## src/rtl/err_log_pkg.sv

```systemverilog
package err_log_pkg;
    localparam int STAT_W = 32;
    localparam int FLAG_N = 7;
    localparam int CMD_W  = 17;

    localparam int F_CB_SEC = 0;
    localparam int F_CB_DED = 1;
    localparam int F_CA_SEC = 2;
    localparam int F_CA_DED = 3;
    localparam int F_SB_SEC = 4;
    localparam int F_SB_DED = 5;
    localparam int F_PERR   = 6;

    localparam logic [1:0] A_FIRST = 2'd0;
    localparam logic [1:0] A_NEXT  = 2'd1;
    localparam logic [1:0] A_CAP   = 2'd2;

    typedef struct packed {
        logic [FLAG_N-1:0] first;
        logic [FLAG_N-1:0] nxt;
    } stat_s;

    typedef struct packed {
        logic             h0;
        logic             par;
        logic [CMD_W-1:0] cmd;
    } cap_s;
endpackage

```

## src/rtl/err_log_status.sv

```systemverilog
module err_log_status
    import err_log_pkg::*;
(
    input  logic              clk,
    input  logic              rst_n,
    input  logic [FLAG_N-1:0] ev,
    input  logic [FLAG_N-1:0] clr_first,
    input  logic [FLAG_N-1:0] clr_next,
    output logic [FLAG_N-1:0] first_q,
    output logic [FLAG_N-1:0] next_q,
    output logic              first_empty
);
    stat_s st_d, st_q;

    assign first_empty = (st_q.first == '0);

    always_comb begin
        st_d.first = st_q.first & ~clr_first;
        st_d.nxt   = st_q.nxt & ~clr_next;
        if (first_empty) begin
            st_d.first = st_d.first | ev;
        end else begin
            st_d.nxt = st_d.nxt | ev;
        end
    end

    always_ff @(posedge clk or negedge rst_n) begin
        if (!rst_n) st_q <= '0;
        else        st_q <= st_d;
    end

    assign first_q = st_q.first;
    assign next_q  = st_q.nxt;


    first_only_when_empty_chk: assert property (@(posedge clk) disable iff (!rst_n)
        (first_q != '0) |=> ((first_q & ~$past(first_q)) == '0));


    later_to_next_chk: assert property (@(posedge clk) disable iff (!rst_n)
        ((first_q != '0) && (ev != '0)) |=> ((next_q & $past(ev)) == $past(ev)));
endmodule

```

## src/rtl/err_log_capture.sv

```systemverilog
module err_log_capture
    import err_log_pkg::*;
(
    input  logic             clk,
    input  logic             rst_n,
    input  logic             load,
    input  logic [CMD_W-1:0] cmd_a,
    input  logic             par_a,
    input  logic             perr_a,
    input  logic [CMD_W-1:0] cmd_b,
    input  logic             par_b,
    output logic [STAT_W-1:0] cap_word
);
    localparam int PAD_W = STAT_W - CMD_W - 2;

    cap_s cap_d, cap_q;

    always_comb begin
        cap_d = cap_q;
        if (load) begin
            if (perr_a) begin
                cap_d.h0  = 1'b1;
                cap_d.par = par_a;
                cap_d.cmd = cmd_a;
            end else begin
                cap_d.h0  = 1'b0;
                cap_d.par = par_b;
                cap_d.cmd = cmd_b;
            end
        end
    end

    always_ff @(posedge clk or negedge rst_n) begin
        if (!rst_n) cap_q <= '0;
        else        cap_q <= cap_d;
    end

    assign cap_word = {{PAD_W{1'b0}}, cap_q};


    cap_hold_chk: assert property (@(posedge clk) disable iff (!rst_n)
        !load |=> $stable(cap_word));


    cap_first_half_chk: assert property (@(posedge clk) disable iff (!rst_n)
        (load && perr_a) |=> (cap_word[CMD_W+1] && (cap_word[CMD_W-1:0] == $past(cmd_a))));
endmodule

```

## src/rtl/err_log_unit.sv

```systemverilog
module err_log_unit
    import err_log_pkg::*;
(
    input  logic              clk,
    input  logic              rst_n,
    input  logic              sb_sec,
    input  logic              sb_ded,
    input  logic              ca_sec,
    input  logic              ca_ded,
    input  logic              cb_sec,
    input  logic              cb_ded,
    input  logic [CMD_W-1:0]  cmd_a,
    input  logic              par_a,
    input  logic              perr_a,
    input  logic [CMD_W-1:0]  cmd_b,
    input  logic              par_b,
    input  logic              perr_b,
    input  logic              reg_wr,
    input  logic [1:0]        reg_addr,
    input  logic [STAT_W-1:0] reg_wdata,
    output logic [STAT_W-1:0] reg_rdata
);
    localparam int UP_W = STAT_W - FLAG_N;

    logic [FLAG_N-1:0] ev;
    logic [FLAG_N-1:0] clr_first, clr_next;
    logic [FLAG_N-1:0] first_q, next_q;
    logic              first_empty;
    logic [STAT_W-1:0] cap_word;

    always_comb begin
        ev           = '0;
        ev[F_CB_SEC] = cb_sec;
        ev[F_CB_DED] = cb_ded;
        ev[F_CA_SEC] = ca_sec;
        ev[F_CA_DED] = ca_ded;
        ev[F_SB_SEC] = sb_sec;
        ev[F_SB_DED] = sb_ded;
        ev[F_PERR]   = perr_a | perr_b;
    end

    always_comb begin
        clr_first = '0;
        clr_next  = '0;
        if (reg_wr && (reg_addr == A_FIRST || reg_addr == A_NEXT))
            clr_first = reg_wdata[FLAG_N-1:0];
        if (reg_wr && reg_addr == A_NEXT)
            clr_next = reg_wdata[FLAG_N-1:0];
    end

    err_log_status u_status (
        .clk         (clk),
        .rst_n       (rst_n),
        .ev          (ev),
        .clr_first   (clr_first),
        .clr_next    (clr_next),
        .first_q     (first_q),
        .next_q      (next_q),
        .first_empty (first_empty)
    );

    err_log_capture u_capture (
        .clk      (clk),
        .rst_n    (rst_n),
        .load     (first_empty & ev[F_PERR]),
        .cmd_a    (cmd_a),
        .par_a    (par_a),
        .perr_a   (perr_a),
        .cmd_b    (cmd_b),
        .par_b    (par_b),
        .cap_word (cap_word)
    );

    always_comb begin
        case (reg_addr)
            A_FIRST: reg_rdata = {{UP_W{1'b0}}, first_q};
            A_NEXT:  reg_rdata = {{UP_W{1'b0}}, next_q};
            A_CAP:   reg_rdata = cap_word;
            default: reg_rdata = '0;
        endcase
    end


    set_wins_chk: assert property (@(posedge clk) disable iff (!rst_n)
        (ev != '0) |=> (((first_q | next_q) & $past(ev)) == $past(ev)));


    next_clear_both_chk: assert property (@(posedge clk) disable iff (!rst_n)
        (reg_wr && reg_addr == A_NEXT && ev == '0)
        |=> (((first_q | next_q) & $past(reg_wdata[FLAG_N-1:0])) == '0));
endmodule

```

## config.mk

```make
export PLATFORM = sky130hd
export DESIGN_NAME = err_log_unit
export DESIGN_NICKNAME = d
export VERILOG_FILES = /design/src/rtl/err_log_pkg.sv /design/src/rtl/err_log_status.sv /design/src/rtl/err_log_capture.sv /design/src/rtl/err_log_unit.sv
export SDC_FILE = /design/constraint.sdc
export NUM_CORES = 1
export LEC_CHECK = 0
export ABC_AREA = 1
export BUFFER_PORTS_ARGS = -buffer_cell sky130_fd_sc_hd__buf_4
export CORE_MARGIN = 5
export CORE_UTILIZATION = 40
export DETAILED_ROUTE_END_ITERATION = 8
export HOLD_SLACK_MARGIN = 0.03
export PLACE_DENSITY = 0.73
export SYNTH_ARGS = -nofsm -noshare
export SYNTH_HDL_FRONTEND = slang
export SYNTH_SLANG_ARGS = --single-unit
```

## constraint.sdc

```tcl
create_clock -name clk -period 2 [get_ports clk]
set_clock_uncertainty 0.2 [all_clocks]
set_input_delay 0.6 -clock clk [delete_from_list [all_inputs] [get_ports clk]]
set_output_delay 0.6 -clock clk [all_outputs]
set_load 0.05 [all_outputs]
```

**After elaboration in Yosys (flattened, before gate mapping)**

Cells that the tools add are included.

- Eq/ne operators: 2
- Muxes and demuxes: 6
- Bitwise operators: 8
- Reductions and logical operators: 5

Operators by type and width:

| cell | count |
|---|---|
| $pmux 19 s3 | 1 |
| $mux 7 | 4 |
| $mux 19 | 1 |
| $and 7x7->7 | 2 |
| $not 7->7 | 2 |
| $or 7x7->7 | 2 |
| $logic_not 7->1 | 1 |
| $eq 2x1->1 const B | 1 |
| $eq 2x2->1 const B | 1 |
| $logic_and 1x1->1 | 2 |
| $logic_not 2->1 | 1 |
| $and 1x1->1 | 1 |
| $logic_or 1x1->1 | 1 |
| $or 1x1->1 | 1 |

- Flip-flop bits (word level): 33
- Output and inout bits: 32
- Logic and storage cells: 26

**Longest topological paths before layout**

- Depth after elaboration: 8
- Depth in mapped cells: 7
- Gate-level depth less buffers: 6

**By module**

From an unflattened synthesis, not the netlist that was laid out.

- Cells, all modules: 357
- Area, all modules: 2,459.9 µm²

By module, submodules not included:

| module | times used | cells an instance | area an instance (µm²) | sequential area each (µm²) |
|---|---|---|---|---|
| err_log_capture | 1 | 170 | 1,177.4 | 475.5 |
| err_log_unit | 1 | 111 | 649.4 | 0.0 |
| err_log_status | 1 | 76 | 633.1 | 350.3 |

**Worst setup path after synthesis**

No wires, ideal clock.

- Path kind: input port to output port
- Start: input port reg_addr[1]
- End: output port reg_rdata[10]
- Arrival: 1.681 ns
- Required time: 1.200 ns
- Setup slack: -0.481 ns
- Stages: 5
- Path buffers: 1
- Cells stage by stage: inv_1 nor2_4 inv_1 buf_2 nor2_1

- Cells in the longest elaborated chain, start to end: 2
- Elaborated cells between the ends (all ways): 4

Ends and longest elaborated chain:

| item | line | RTL |
|---|---|---|
| from (decl) | err_log_unit.sv:19 | `input logic [1:0] reg_addr,` |
| $eq 2x2->1, or another cell as far along | err_log_unit.sv:75 | `case (reg_addr)` |
| $pmux 19 s3 (*) | err_log_unit.sv:75 |  |
| to (decl) | err_log_unit.sv:21 | `output logic [STAT_W-1:0] reg_rdata` |

Mark *: on every way between the ends. The rest lies on a longest branch, timed or not.

**Worst setup path in the final report**

- Start: input port reg_addr[1]
- End: output port reg_rdata[6]

The elaborated chain is that of the path after synthesis.

==> flow_summary_export.csv <==
group,metric,value,unit
route,drtAntennaViolNets,0,
timing,post-route-period-util,106,%
timing,finalSetupViolations,19,
clock_tree,htreeDepth,2,
synth,synth.most_common_cell,"nand2_1",
min_path,hold_class,"input port to asynchronous set/reset pin",
grt,grt_use_met3,3.55,%
clock_tree,clkSlewWorstSetupHoldPaths,0.07,ns
clock_tree,cts-root-buf,"clkbuf_8",
floorplan,ios,113,
critical_path,startpoint_type,"input port",
synth,synth-edff-count,0,
critical_path,r2r-start,"u_status.first_q[3]",
placement,place_hpwl,3910,µm
placement,placed_area,0.00272,mm²
floorplan,fp.coreArea,0.00501,mm²
route,drc,0,
route,wirelength,5290,µm
critical_path,required,1.20,ns
route,dr.pass1.iters,4,
pwr,leakage,1.65,nW
floorplan,std_cell_rows,26,
grt,grt_pass1_wl,8460,µm
synth,synth_top_area_share,40.7,%
grt,gr-total-overflow,0,
timing,setup_tns,-1.84,ns
final_layout,drive_above_1_share,34.0,%
grt,antenna_found_initial,0,
floorplan,die_h,81.2,µm
floorplan,dieArea,0.00659,mm²
final_layout,syn_to_final_growth,49.8,%
synth,netlist_area,0.00203,mm²
synth,yosysWarnings,0,
flow_run,drv_cap,0,
timing,rsz0062_at_grt,"yes",
critical_path,startpoint,"reg_addr[1]",
critical_path,path_max_fanout,7,
final_layout,seq_area,826,µm²
pwr,powerDensity,1070,mW/mm²
grt,grt_util_all_layers,16.6,%
pwr,total_power,3.23,mW
synth,ys_seq_area_share,40.7,%
timing,holdWs,0.0509,ns
synth,synth_area_leaders,"dfrtp_1 41%, nand2_1 19%, inv_1 8.3%",
final_layout,multiInputGateArea,0.00105,mm²
synth,synth_area_leader_cell,"dfrtp_1",
clock_tree,cts_tree,"built",
route,route.detailed.wl_per_inst,11.9,µm
clock_tree,numCtsBuffers,5,
route,post_drt_via_cell_ratio,4.53,
grt,grtUsageMet1,21.5,%
route,drt_iter0_markers,123,
synth,synth.avg_cell_area,6.87,µm²
critical_path,path_class,"input port to primary output",
run_status,violations,"setup timing",
timing,max_freq,0.470,GHz
synth,synthFlopType,"dfrtp_1",
final_layout,final_cell_area,0.00304,mm²
route,vias,2012,
final_layout,finalNetCount,454,
synth,synth_seq_cells,33,
timing,drv_slew,0,
synth,yosysUniqueCellTypes,20,
clock_tree,cts_sinks,33,
timing,min_period,2.13,ns
synth,synth-async-reset-ratio,100,%
synth,synthCells,295,
final_layout,fillers,496,
pwr,ir_drop,0.000672,V
final_layout,n_antenna_cell,0,
grt,grt_pass1_vias,1798,
grt,grt_max_degree,34,
clock_tree,clk_path_buf_depth,2,
critical_path,arrival,1.33,ns
synth,netlist_top_cells_count,"102 x nand2_1, 45 x inv_1, 33 x dfrtp_1, 33 x o21ai_0, 26 x nand3_1",
run_status,outcome,"complete, but fails checks",
critical_path,crit_path_end_kind,"primary output",
placement,place_congestion,0.770,
timing,hold_viol,0,
timing,worst_slack,-0.130,ns
grt,use_met2,27.4,%
grt,grt.busiest_layer,"met2",
floorplan,die_x,81.2,µm
clock_tree,worstSkewPairLatency,0.28,ns
floorplan,start_util,40.5,%
placement,io_buffers,74,
registers in the layout, indices dropped and copies added (netlist names):
| signal | flops |
|---|---|
| u_capture.cap_word | 19 |
| u_status.first_q | 7 |
| u_status.next_q | 7 |
cells in the final DEF, fill, tap and decap left out, drive strengths merged:
cell	instances
buf	82
bufinv	1
clkbuf	7
conb	13
dfrtp	33
inv	47
nand2	104
nand3	27
nor2	20
o21ai	39
or2	1
path summary, 6_finish.rpt:
check / to / slack (ns) / cells past startpoint
min reg2reg: u_capture.cap_word[9] / 0.27 / 2
min in group clk: u_capture.cap_word[9] / 0.27 / 2
max: reg_rdata[6] / -0.13 / 7
max reg2reg: u_capture.cap_word[8] / 0.40 / 5
max in group asynchronous: u_capture.cap_word[11] / 1.24 / 1
min: u_status.first_q[1] / 0.05 / 1
cell type report:
| cell class | count | area share (%) |
|---|---|---|
| clock buffer | 7 | 2.84 |
| clock inverter | 1 | 0.989 |
| inverter | 46 | 6.02 |
| multi-input combinational | 204 | 34.7 |
| sequential | 33 | 27.2 |
| tap | 70 | 2.89 |
| timing repair buffer | 82 | 24.9 |
| timing repair inverter | 1 | 0.371 |
metal layers:
layer | vias up | wire length (µm)
met2 | 62 | 2750
met1 | 919 | 2120
li1 | 1027 | -
met3 | 4 | 352
met4 | 0 | 63
met5 | - | 0
power by group:
group	switching [mW]	total [mW]	internal (mW)	leakage (nW)
Sequential	0.179	1.10	0.920	0.391
Clock	0.234	0.640	0.406	0.0585
Combinational	0.955	1.50	0.540	1.20
critical path, cell delays in order:
cell and delay, ns:
buf_8 0.09, inv_4 0.04, nor2_4 0.12, buf_6 0.18, nand2_2 0.06, nand3_2 0.08
buf_8 0.15
per-stage QoR:
| step | setup slack [ns] | utilization, % | std cells |
|---|---|---|---|
| finish | -0.130 | 60.6 | 444 |
| floorplan | -0.110 | - | 307 |
| CTS | -0.125 | 60.1 | 443 |
| global route | -0.163 | 60.6 | 444 |
| global placement | -0.288 | 54.3 | 433 |
| detailed placement | -0.298 | 54.3 | 433 |
what timing repair did:
action,CTS,global route
setup buffers,1,1
cloned,1,0
pin swaps,3,3
hold buffers,0,0
resized for setup,43,4
endpoints found under the setup margin,19,19
cells by family (layout without fill, tap and decap cells):
logic type / after synthesis / after routing / share of synthesized area, %
flops: 33 / 33 / 40.7
other cells: 1 / 13 / 0.185
buf+inv: 70 / 137 / 17.0
compound gates: 39 / 39 / 9.63
simple gates: 152 / 152 / 32.5
(Power assumes the default switching activity.)
